[config.mk]
export PLATFORM = sky130hd
export DESIGN_NAME = adc_conv_seq
export DESIGN_NICKNAME = d
export VERILOG_FILES = /design/src/rtl/adc_seq_pkg.sv /design/src/rtl/adc_seq_ctrl.sv /design/src/rtl/adc_seq_dpath.sv /design/src/rtl/adc_conv_seq.sv
export SDC_FILE = /design/constraint.sdc
export NUM_CORES = 1
export LEC_CHECK = 0
export BUFFER_PORTS_ARGS = -buffer_cell sky130_fd_sc_hd__buf_2
export CAP_MARGIN = 20
export CORE_MARGIN = 2
export CORE_UTILIZATION = 35
export DETAILED_ROUTE_END_ITERATION = 10
export PLACE_DENSITY = 0.52
export SYNTH_ARGS = -nofsm -noshare
export SYNTH_HDL_FRONTEND = slang
export SYNTH_SLANG_ARGS = --single-unit
[constraint.sdc]
create_clock -name clk -period 3.72 [get_ports clk]
set_input_delay 0.744 -clock clk [delete_from_list [all_inputs] [get_ports clk]]
set_output_delay 0.744 -clock clk [all_outputs]
set_load 0.005 [all_outputs]
[src/rtl/adc_seq_pkg.sv]
package adc_seq_pkg;

  localparam int CFG_W = 17;

  localparam int A_CHAN = 0;
  localparam int A_CFG  = 1;
  localparam int A_GEN  = 2;
  localparam int A_STAT = 3;
  localparam int A_RES  = 4;

  typedef struct packed {
    logic start;
    logic sampleEn;
    logic finish;
  } seqStrobe_t;

  typedef enum logic [1:0] {ST_IDLE, ST_SETUP, ST_SAMPLE} seqState_t;

  // Long-sample adder in converter ticks
  function automatic logic [4:0] lsAdder(input logic lng, input logic [1:0] f);
    if (!lng)          return 5'd3 + {2'b0, f, 1'b0};
    else if (f == 2'd3) return 5'd25;
    else               return 5'd13 + {1'b0, f, 2'b0};
  endfunction

endpackage

[src/rtl/adc_seq_ctrl.sv]
module adc_seq_ctrl
  import adc_seq_pkg::*;
#(
  parameter int ADDR_W       = 3,
  parameter int DATA_W       = 32,
  parameter int CH_W         = 5,
  parameter int SETUP_TICKS  = 6,
  parameter int BASE_TICKS   = 25,
  parameter int MAX_AVG_LOG2 = 5
) (
  input  logic              clk,
  input  logic              rstN,
  input  logic              regWe,
  input  logic [ADDR_W-1:0] regAddr,
  input  logic [DATA_W-1:0] wrData,
  output logic [CH_W-1:0]   chanCode,
  output logic              irqEn,
  output logic [CFG_W-1:0]  cfgQ,
  output logic              avgEn,
  output logic              contEn,
  output logic [2:0]        avgShift,
  output seqStrobe_t        stb,
  output logic              busy,
  output logic              cvTick
);

  localparam int TICK_W = $clog2(BASE_TICKS + 26 + SETUP_TICKS);
  localparam int CNT_W  = MAX_AVG_LOG2;
  localparam logic [CH_W-1:0] DIS_CODE = {CH_W{1'b1}};

  seqState_t         state;
  logic [3:0]        divCnt;
  logic [3:0]        divLast;
  logic [TICK_W-1:0] tickCnt;
  logic [TICK_W-1:0] sampLast;
  logic [TICK_W-1:0] setupLast;
  logic [CNT_W-1:0]  sampCnt;
  logic [CNT_W-1:0]  nLast;
  logic [CNT_W:0]    nTmp;
  logic              chanWr;

  assign chanWr = regWe && (regAddr == ADDR_W'(A_CHAN));

  // Register storage
  always_ff @(posedge clk) begin
    if (!rstN) begin
      chanCode <= DIS_CODE;
      irqEn    <= 1'b0;
      cfgQ     <= '0;
      avgEn    <= 1'b0;
      contEn   <= 1'b0;
    end else if (regWe) begin
      case (regAddr)
        ADDR_W'(A_CHAN): begin
          chanCode <= wrData[CH_W-1:0];
          irqEn    <= wrData[7];
        end
        ADDR_W'(A_CFG): cfgQ <= wrData[CFG_W-1:0];
        ADDR_W'(A_GEN): begin
          avgEn  <= wrData[5];
          contEn <= wrData[6];
        end
        default: ;
      endcase
    end
  end

  // Derived timing limits
  always_comb begin
    if (cfgQ[1:0] == 2'd1 && cfgQ[6:5] == 2'd3) divLast = 4'd15;
    else                                       divLast = (4'd1 << cfgQ[6:5]) - 4'd1;
    avgShift  = avgEn ? (3'd2 + {1'b0, cfgQ[15:14]}) : 3'd0;
    nTmp      = ({{CNT_W{1'b0}}, 1'b1} << avgShift) - 1'b1;
    nLast     = nTmp[CNT_W-1:0];
    sampLast  = TICK_W'(BASE_TICKS) + TICK_W'(lsAdder(cfgQ[4], cfgQ[9:8])) - TICK_W'(1);
    setupLast = TICK_W'(SETUP_TICKS - 1);
  end

  assign busy   = (state != ST_IDLE);
  assign cvTick = busy && (divCnt == divLast);

  always_comb begin
    stb.start    = chanWr && (wrData[CH_W-1:0] != DIS_CODE);
    stb.sampleEn = !chanWr && cvTick && (state == ST_SAMPLE) && (tickCnt == sampLast);
    stb.finish   = stb.sampleEn && (sampCnt == nLast);
  end

  // Phase sequencer
  always_ff @(posedge clk) begin
    if (!rstN) begin
      state   <= ST_IDLE;
      divCnt  <= '0;
      tickCnt <= '0;
      sampCnt <= '0;
    end else if (chanWr) begin
      state   <= (wrData[CH_W-1:0] == DIS_CODE) ? ST_IDLE : ST_SETUP;
      divCnt  <= '0;
      tickCnt <= '0;
      sampCnt <= '0;
    end else if (cvTick) begin
      divCnt <= '0;
      case (state)
        ST_SETUP: begin
          if (tickCnt == setupLast) begin
            state   <= ST_SAMPLE;
            tickCnt <= '0;
          end else begin
            tickCnt <= tickCnt + 1'b1;
          end
        end
        ST_SAMPLE: begin
          if (tickCnt == sampLast) begin
            tickCnt <= '0;
            if (sampCnt == nLast) begin
              sampCnt <= '0;
              state   <= contEn ? ST_SETUP : ST_IDLE;
            end else begin
              sampCnt <= sampCnt + 1'b1;
            end
          end else begin
            tickCnt <= tickCnt + 1'b1;
          end
        end
        default: ;
      endcase
    end else if (busy) begin
      divCnt <= divCnt + 1'b1;
    end
  end

endmodule

[src/rtl/adc_seq_dpath.sv]
module adc_seq_dpath
  import adc_seq_pkg::*;
#(
  parameter int RAW_W = 12,
  parameter int ACC_W = 17
) (
  input  logic             clk,
  input  logic             rstN,
  input  seqStrobe_t       stb,
  input  logic [RAW_W-1:0] rawSample,
  input  logic [1:0]       resSel,
  input  logic [2:0]       avgShift,
  input  logic             ovwEn,
  input  logic             rdClr,
  output logic [RAW_W-1:0] resultQ,
  output logic             doneFlag
);

  logic [ACC_W-1:0] acc;
  logic [ACC_W-1:0] sumNext;
  logic [ACC_W-1:0] scaled;
  logic [RAW_W-1:0] resMask;
  logic [RAW_W-1:0] finalVal;

  always_comb begin
    sumNext = acc + ACC_W'(rawSample);
    scaled  = sumNext >> avgShift;
    case (resSel)
      2'd0:    resMask = {RAW_W{1'b1}} >> (RAW_W - 8);
      2'd1:    resMask = {RAW_W{1'b1}} >> (RAW_W - 10);
      default: resMask = {RAW_W{1'b1}};
    endcase
    finalVal = scaled[RAW_W-1:0] & resMask;
  end

  always_ff @(posedge clk) begin
    if (!rstN) begin
      acc <= '0;
    end else if (stb.start) begin
      acc <= '0;
    end else if (stb.sampleEn) begin
      acc <= stb.finish ? '0 : sumNext;
    end
  end

  always_ff @(posedge clk) begin
    if (!rstN) begin
      resultQ  <= '0;
      doneFlag <= 1'b0;
    end else begin
      if (stb.finish && (!doneFlag || ovwEn)) resultQ <= finalVal;
      if (stb.finish)  doneFlag <= 1'b1;
      else if (rdClr)  doneFlag <= 1'b0;
    end
  end

endmodule

[src/rtl/adc_conv_seq.sv]
module adc_conv_seq
  import adc_seq_pkg::*;
#(
  parameter int ADDR_W       = 3,
  parameter int DATA_W       = 32,
  parameter int CH_W         = 5,
  parameter int RAW_W        = 12,
  parameter int ACC_W        = 17,
  parameter int SETUP_TICKS  = 6,
  parameter int BASE_TICKS   = 25,
  parameter int MAX_AVG_LOG2 = 5
) (
  input  logic              clk,
  input  logic              rstN,
  input  logic              regWe,
  input  logic              regRe,
  input  logic [ADDR_W-1:0] regAddr,
  input  logic [DATA_W-1:0] wrData,
  output logic [DATA_W-1:0] rdData,
  input  logic [RAW_W-1:0]  rawSample,
  output logic [CH_W-1:0]   chanSel,
  output logic              convBusy,
  output logic              cvClkEn,
  output logic              irq
);

  seqStrobe_t       seqStb;
  logic             irqEn;
  logic [CFG_W-1:0] cfgQ;
  logic             avgEn;
  logic             contEn;
  logic [2:0]       avgShift;
  logic [RAW_W-1:0] resultQ;
  logic             doneFlag;
  logic             rdClr;
  logic             ovwEn;

  assign rdClr = regRe && (regAddr == ADDR_W'(A_RES));
  assign ovwEn = cfgQ[16];

  adc_seq_ctrl #(
    .ADDR_W(ADDR_W), .DATA_W(DATA_W), .CH_W(CH_W), .SETUP_TICKS(SETUP_TICKS),
    .BASE_TICKS(BASE_TICKS), .MAX_AVG_LOG2(MAX_AVG_LOG2)
  ) u_ctrl (
    .clk(clk), .rstN(rstN), .regWe(regWe), .regAddr(regAddr), .wrData(wrData),
    .chanCode(chanSel), .irqEn(irqEn), .cfgQ(cfgQ), .avgEn(avgEn), .contEn(contEn),
    .avgShift(avgShift), .stb(seqStb), .busy(convBusy), .cvTick(cvClkEn)
  );

  adc_seq_dpath #(.RAW_W(RAW_W), .ACC_W(ACC_W)) u_dpath (
    .clk(clk), .rstN(rstN), .stb(seqStb), .rawSample(rawSample),
    .resSel(cfgQ[3:2]), .avgShift(avgShift), .ovwEn(ovwEn), .rdClr(rdClr),
    .resultQ(resultQ), .doneFlag(doneFlag)
  );

  assign irq = doneFlag && irqEn;

  always_comb begin
    rdData = '0;
    case (regAddr)
      ADDR_W'(A_CHAN): begin
        rdData[CH_W-1:0] = chanSel;
        rdData[7]        = irqEn;
      end
      ADDR_W'(A_CFG):  rdData[CFG_W-1:0] = cfgQ;
      ADDR_W'(A_GEN):  begin
        rdData[5] = avgEn;
        rdData[6] = contEn;
      end
      ADDR_W'(A_STAT): rdData[0] = doneFlag;
      ADDR_W'(A_RES):  rdData[RAW_W-1:0] = resultQ;
      default: ;
    endcase
  end

endmodule

==> results of run 1 <==
[critical path: stages (launching register included)]
cell	delay, ps
sky130_fd_sc_hd__dfxtp_1	400
sky130_fd_sc_hd__inv_1	60
sky130_fd_sc_hd__ha_1	320
sky130_fd_sc_hd__inv_1	140
sky130_fd_sc_hd__mux2i_1	100
sky130_fd_sc_hd__ha_1	220
sky130_fd_sc_hd__xnor2_1	150
sky130_fd_sc_hd__nor4_4	300
sky130_fd_sc_hd__o2111ai_2	270
sky130_fd_sc_hd__nor4b_4	460
sky130_fd_sc_hd__buf_4	250
sky130_fd_sc_hd__buf_4	200
sky130_fd_sc_hd__o21ai_0	90
sky130_fd_sc_hd__a31oi_1	160
[cells in the final DEF, fill, tap and decap left out, types with 6 or more instances in the layout]
cell and n:
sky130_fd_sc_hd__o211ai_1 7, sky130_fd_sc_hd__nor3_1 12, sky130_fd_sc_hd__and2_1 10, sky130_fd_sc_hd__nor2b_1 11
sky130_fd_sc_hd__clkbuf_16 9, sky130_fd_sc_hd__xor2_1 13, sky130_fd_sc_hd__a31oi_1 7, sky130_fd_sc_hd__and3_1 8
sky130_fd_sc_hd__conb_1 15, sky130_fd_sc_hd__a21o_1 10, sky130_fd_sc_hd__a21boi_0 21, sky130_fd_sc_hd__nor2_1 58
sky130_fd_sc_hd__xnor2_1 10, sky130_fd_sc_hd__ha_1 22, sky130_fd_sc_hd__a22oi_1 6, sky130_fd_sc_hd__nand3_1 32
sky130_fd_sc_hd__inv_1 18, sky130_fd_sc_hd__a22o_1 6, sky130_fd_sc_hd__nand2b_1 7, sky130_fd_sc_hd__o21ai_0 26
sky130_fd_sc_hd__buf_2 60, sky130_fd_sc_hd__dfxtp_1 72, sky130_fd_sc_hd__buf_4 14, sky130_fd_sc_hd__mux2i_1 17
sky130_fd_sc_hd__a21oi_1 41, sky130_fd_sc_hd__a221oi_1 7, sky130_fd_sc_hd__a211oi_1 9, sky130_fd_sc_hd__nand2_1 95
[sequential cells by signal, summed over array words and instances, names as in the netlist]
name              count
u_ctrl.cfgQ          17
u_dpath.acc          17
u_dpath.resultQ      12
u_ctrl.tickCnt        6
u_ctrl.chanCode       5
u_ctrl.sampCnt        5
u_ctrl.divCnt         4
u_ctrl.state          2
u_ctrl.avgEn          1
u_ctrl.contEn         1
u_ctrl.irqEn          1
u_dpath.doneFlag      1
[metal layers]
layer  vias to the layer above  wire length, um  share of wire (%)  GRT usage (%)
li1                       2362                -                  -              -
met1                      2274             6850                 48           26.5
met2                       122             6540                 46           30.1
met3                        16              635                4.5           3.23
met4                         0              195                1.4           6.18
met5                         -                0                  0              0
[kinds of logic (layout without fill, tap and decap cells)]
group	Yosys count	count (layout)	share of synthesized area [%]
simple gates	260	260	25.5
compound gates	169	169	23.9
flops	72	72	28.8
buf+inv	69	108	6.55
fa+ha+maj	23	23	5.90
xor+xnor	23	23	4.03
mux	22	22	5.20
other cells	1	15	0.0750
[metrics by stage]
stage / cells / hold WS (ps)
6_report: 872 / 455
5_1_grt: 872 / 483
4_1_cts: 872 / 458
3_5_place_dp: 857 / 450
3_3_place_gp: 857 / 444
2_1_floorplan: 653 / 436
[area by class of cell]
type                       count  area [um^2]  area share, %
sequential                    72         1440           25.2
tap                          180          225           3.93
inverter                      19         71.3           1.25
clock inverter                 4         53.8          0.940
clock buffer                  11          243           4.24
multi-input combinational    512         3280           57.4
timing repair buffer          74          405           7.08
[worst max path at each step]
stage                               to  depth (start not counted)  slack, ps
global route        u_dpath.resultQ[5]                         13        230
global placement    u_dpath.resultQ[4]                         11        430
detailed placement  u_dpath.resultQ[4]                         11        410
finish              u_dpath.resultQ[0]                         13        520
floorplan           u_dpath.resultQ[7]                         10        840
CTS                 u_dpath.resultQ[5]                         14        500
[power breakdown]
group	switching, W	leakage (nW)	internal, W
clock	0.000351	0.138	0.000537
sequential	0.00000858	0.581	0.000779
combinational	0.000104	1.57	0.0000637
total	0.000463	2.28	0.00138
==> metrics.yaml, run 1 <==
clock_network:
  h-tree-depth: 3
  clkTransAtPathRegs_ps: 60
  postCtsHoldBufs: 0
  tritoncts: "built"
  numCtsBuffers: 9
  worst_skew_pair.late_latency_ps: 340
  cts_root_buffer: "sky130_fd_sc_hd__clkbuf_16"
  clock_sink_count: 72
  cts_post_setup_buffers_inserted: 0
  cts_resized: 0
  max-clock-path-buffers: 2
power:
  finalPower_w: 0.00184
  cellLeakagePower_nw: 2.28
  peakVddDrop_mv: 0.186
  power.density_nw_per_um2: 322
run:
  max-cap-violations: 0
timing:
  max-slew-margin-rel_pct: 51.8
  timing_hold_violations_final: 0
  max_clock_freq_mhz: 313
  setup_viol: 0
  final_min_period_over_clock_period_pct: 86.0
  setup_total_negative_slack_ps: 0
  worst_slew_pin_slew_ps: 721
  layout_min_cycle_time_ps: 3200
  timing.clock.skew_ps: 10.1
  final_worst_slack_ps: 520
  maxSlewViolCount: 0
  rsz0062_at_grt: "false"
setup_path:
  r2r_setup_slack_ps: 520
  critPathArrivalTime_ps: 3470
  criticalPathCategory: "register to register"
  crit_fanout: 13
  reg2reg_depth: 13
  critical_path.startpoint: "u_ctrl.cfgQ[9]"
  setup.worst_path.start_class: "register"
  required_ps: 3990
  worstSetupEndpointType: "register"
  reg2reg_from: "u_ctrl.cfgQ[9]"
  r2r-end: "u_dpath.resultQ[0]"
routing:
  routedWlPerCell_um: 16.3
  dr.first_iter.drc_count: 308
  route.vias.total: 4774
  drt_wl_total_mm: 14.2
  remaining_number_of_nets_flagged_by_the_antenna_check_after_routing: 0
  drt-vias-per-instance: 5.47
  drc: 0
  drt_pass_1_iters: 6
die:
  ios: 91
  design.core.area_um2: 13900
  die_y_um: 124
  die_area_um2: 15300
  rows: 43
  initial_core_utilization_pct: 35.9
  dieWidth_um: 124
cells_and_area:
  syn2layout_area_growth_pct: 14.5
  post_route_cells_drive_above_1_share_pct: 15.0
  fin_area_um2: 5720
  nets: 762
  layout.filler_cells: 1451
  fraction_of_the_core_area_covered_by_cells_at_the_end_of_the_flow_pct: 41.1
  num_antenna_cells: 0
grt:
  grt_max_degree: 45
  grt_antenna_before_repair: 0
  grt_util_all_layers_pct: 19.1
  grt_pass1_wl_mm: 22.7
  number_of_global_route_vias_before_repair: 4444
  overflow: 0
synth:
  yosys.area.top_type_share_pct: 28.8
  synthesis.area_per_instance_um2: 7.83
  synth_enable_flop_cells: 0
  post_synth_most_frequent_cells: "95 x sky130_fd_sc_hd__nand2_1, 72 x sky130_fd_sc_hd__dfxtp_1, 58 x sky130_fd_sc_hd__nor2_1"
  synth_area_leader_cell: "sky130_fd_sc_hd__dfxtp_1"
  post_synthesis_cell_count: 639
  synth_area_um2: 5000
  synthTopCellsByArea: "sky130_fd_sc_hd__dfxtp_1 29%, sky130_fd_sc_hd__nand2_1 7.1%, sky130_fd_sc_hd__ha_1 5.5%"
  yosys_register_bits: 72
  yosys_warnings: 0
  sequential_fraction_of_the_synthesis_area_pct: 28.8
  synthMostInstantiatedCell: "sky130_fd_sc_hd__nand2_1"
  async_reset_ff_share_pct: 0
  most_used_flip_flop_cell_after_synthesis: "sky130_fd_sc_hd__dfxtp_1"
  synthDistinctLibCells: 70
place:
  gp_routability_congestion: 0.819
  detailed_placer_s_ending_hpwl_mm: 10.5
  preCtsSetupSlack_ps: 412
  placedInstanceArea_um2: 5430
  buffer_ports.inserted: 60
outcome:
  outcome: "finished clean"
hold_path:
  worst_hold_path.num_cells: 2
  timing.hold.worst_endpoint: "u_dpath.acc[10]"
  worstHoldPathType: "register to register"
  holdCritStartpoint: "u_dpath.acc[10]"
Power figures use the tool's default switching activity.
==> inputs of run 2 (changes only) <==
Settings changed: SYNTH_HIERARCHICAL set to 1.
==> metrics.yaml, run 2 <==
grt:
  grt_util_all_layers_pct: 19.2  # +0.12 points
  grt_antenna_before_repair: 0  # unchanged
  number_of_global_route_vias_before_repair: 5325  # +20%
  grt_pass1_wl_mm: 27.4  # +21%
  busiest_metal_layer_after_global_routing: "met2"
  overflow: 0  # unchanged
  grt_max_degree: 38  # -16%
  globalRouteMet2Util_pct: 32.8  # +2.7 points
  grtUsageMet3_pct: 4.13  # +0.90 points
  use_met1_pct: 24.4  # -2.1 points
cells_and_area:
  layout_commonest_cell: "sky130_fd_sc_hd__nand2_1"
  finish.cell_count_without_fillers: 991  # +14%
  layout_common_cells: "96 x sky130_fd_sc_hd__nand2_1, 72 x sky130_fd_sc_hd__dfxtp_1, 60 x sky130_fd_sc_hd__buf_2"
  num_antenna_cells: 0  # unchanged
  nets: 845  # +11%
  syn2layout_area_growth_pct: 13.5
  layout.filler_cells: 1687  # +16%
  fraction_of_the_core_area_covered_by_cells_at_the_end_of_the_flow_pct: 40.7  # -0.42 points
  reg_top3: "u_ctrl/cfgQ x17, u_dpath/acc x17, u_dpath/resultQ x12"
  multi_input_area_um2: 3880  # +18%
  post_route_cells_drive_above_1_share_pct: 17.8  # +2.8 points
  seq_area_um2: 1440  # unchanged
clock_network:
  clock_sink_count: 72  # unchanged
  numCtsBuffers: 9  # unchanged
  postCtsHoldBufs: 0  # unchanged
  worst_skew_pair.late_latency_ps: 350  # about the same
  cts_root_buffer: "sky130_fd_sc_hd__clkbuf_16"
  h-tree-depth: 3  # unchanged
  max-clock-path-buffers: 2  # unchanged
  tritoncts: "built"
  clkTransAtPathRegs_ps: 60  # about the same
setup_path:
  criticalPathCategory: "register to register"
  required_ps: 4010  # +20 ps
  worstSetupEndpointType: "register"
  crit_fanout: 12  # -1
  critPathArrivalTime_ps: 3620  # +150 ps
  setup.worst_path.start_class: "register"
run:
  max-cap-violations: 0  # unchanged
die:
  design.core.area_um2: 15900  # +14%
  initial_core_utilization_pct: 35.8  # -0.067 points
  die_area_um2: 17300  # +13%
  die_y_um: 132  # +6.5%
  dieWidth_um: 132  # +6.5%
  ios: 91  # unchanged
  rows: 46  # +7.0%
synth:
  sequential_fraction_of_the_synthesis_area_pct: 25.3  # -3.5 points
  synth_area_leader_cell: "sky130_fd_sc_hd__dfxtp_1"
  synthTopCellsByArea: "sky130_fd_sc_hd__dfxtp_1 25%, sky130_fd_sc_hd__nand2_1 6.3%, sky130_fd_sc_hd__ha_1 5.1%"
  post_synthesis_cell_count: 725  # +13%
  synth_enable_flop_cells: 0  # unchanged
  synth_area_um2: 5690  # +14%
  synthDistinctLibCells: 92  # +31%
  yosys_warnings: 6  # +6
  most_used_flip_flop_cell_after_synthesis: "sky130_fd_sc_hd__dfxtp_1"
  synthMostInstantiatedCell: "sky130_fd_sc_hd__nand2_1"
  yosys.area.top_type_share_pct: 25.3  # -3.5 points
  synthesis.area_per_instance_um2: 7.85  # +0.29%
  async_reset_ff_share_pct: 0  # unchanged
  yosys_register_bits: 72  # unchanged
  post_synth_most_frequent_cells: "96 x sky130_fd_sc_hd__nand2_1, 72 x sky130_fd_sc_hd__dfxtp_1, 53 x sky130_fd_sc_hd__nor2_1"
routing:
  drt_wl_total_mm: 16.6  # +17%
  dr.first_iter.drc_count: 455  # +48%
  drt-vias-per-instance: 5.57  # +1.7%
  route.vias.total: 5519  # +16%
  routedWlPerCell_um: 16.8  # +2.7%
  remaining_number_of_nets_flagged_by_the_antenna_check_after_routing: 0  # unchanged
  drc: 0  # unchanged
  drt_pass_1_iters: 5  # -1
power:
  combPwrFrac_pct: 10.9  # +1.8 points
  internal_power_consumption_w: 0.00140  # +1.3%
  cellLeakagePower_nw: 2.49  # +8.8%
  power.density_nw_per_um2: 294  # -8.6%
  p_seq_share_pct: 41.5  # -1.2 points
  power.switching_w: 0.000503  # +8.6%
  clock_power_share_pct: 47.7  # -0.5 points
  switching_share_pct: 26.5  # +1.3 points
  peakVddDrop_mv: 0.216  # +16%
place:
  detailed_placer_s_ending_hpwl_mm: 12.3  # +17%
  place.detailed.instances: 974  # +14%
  gp_routability_congestion: 0.936  # +14%
  preCtsSetupSlack_ps: 285  # -127 ps
  buffer_ports.inserted: 60  # unchanged
timing:
  timing_hold_violations_final: 0  # unchanged
  max-slew-margin-rel_pct: 30.7  # -21 points
  final_min_period_over_clock_period_pct: 89.6  # +3.6 points
  worst_slew_pin_slew_ps: 1040  # +316 ps
  final_worst_slack_ps: 386  # -135 ps
  timing.clock.skew_ps: 7.94  # -2.16 ps
  rsz0062_at_grt: "false"
  maxSlewViolCount: 0  # unchanged
  max_clock_freq_mhz: 300  # -4.0%
  setup_total_negative_slack_ps: 0  # unchanged
  setup_viol: 0  # unchanged
  layout_min_cycle_time_ps: 3330  # +135 ps
outcome:
  outcome: "finished clean"
hold_path:
  worstHoldPathType: "register to register"
[run 2: changes by cell type in the layout (fill, tap and decap cells not counted), sizes merged, moves of 6 or more]
cell    before  now
a22o         6    0
buf         74   83
a21boi      22   16
nand3       32   26
a22oi        6   15
a31oi        7   20
a211oi       9   24
[run 2: power groups by stage]
stage               sequential [W]  clock (W)  combinational [W]
finish                    0.000788   0.000906           0.000207
global route              0.000789   0.000966           0.000228
CTS                       0.000787   0.000938           0.000206
detailed placement        0.000805          0           0.000205
global placement          0.000804          0           0.000202
floorplan                 0.000802          0           0.000145
[run 2: final cells by class]
cell class	instances	area share, %
Clock buffer	10	3.70
Clock inverter	6	1.03
Inverter	23	1.34
Multi-Input combinational cell	581	60.1
Sequential cell	72	22.3
Tap cell	216	4.18
Timing Repair Buffer	83	7.32
[run 2: per-layer routing]
layer,up-vias,part of all wire [%]
li1,2726,-
met1,2653,46
met2,112,49
met3,28,3.1
met4,0,1.7
met5,-,0
[run 2: stage by stage]
step                      area [um^2]  total power [W]  hold WS, ps
after floorplan                  5740         0.000947          439
after global placement           6140          0.00101          448
after detailed placement         6140          0.00101          464
after CTS                        6440          0.00193          474
after global routing             6460          0.00198          492
final                            6460          0.00190          473
[run 2: worst paths after layout]
check	start	endpoint	slack [ps]	depth (start not counted)
min reg2reg	u_ctrl/cfgQ[7]	u_ctrl/cfgQ[7]	470	2
min	u_ctrl/cfgQ[7]	u_ctrl/cfgQ[7]	470	2
max	u_ctrl/cfgQ[9]	u_dpath/acc[10]	390	14
max reg2reg	u_ctrl/cfgQ[9]	u_dpath/acc[10]	390	14
[run 2: worst max-delay path, stage by stage (launching register included)]
cell                      delay, ps
sky130_fd_sc_hd__dfxtp_1        410
sky130_fd_sc_hd__inv_1           60
sky130_fd_sc_hd__ha_1           280
sky130_fd_sc_hd__inv_1           60
sky130_fd_sc_hd__mux2i_1        220
sky130_fd_sc_hd__ha_1           290
sky130_fd_sc_hd__xor2_1         150
sky130_fd_sc_hd__nand2_1        130
sky130_fd_sc_hd__nor4b_4        330
sky130_fd_sc_hd__nand3_2        150
sky130_fd_sc_hd__nor2_1         160
sky130_fd_sc_hd__inv_1          250
sky130_fd_sc_hd__buf_4          270
sky130_fd_sc_hd__o41ai_1        350
sky130_fd_sc_hd__nor2b_1        160
[run 2: cell families after synthesis]
family,after synthesis,share of synthesized area [%]
simple gates,287,26.3
compound gates,213,27.8
buf+inv,86,7.74
flops,72,25.3
fa+ha+maj,24,5.41
mux,21,4.00
xor+xnor,20,3.21
other cells,2,0.132
[run 2: what timing repair did]
item / CTS / global route
setup endpoints to repair: 0 / 7
buffers inserted: 0 / 1
gates resized for setup: 0 / 3
hold endpoints to repair: 0 / 0
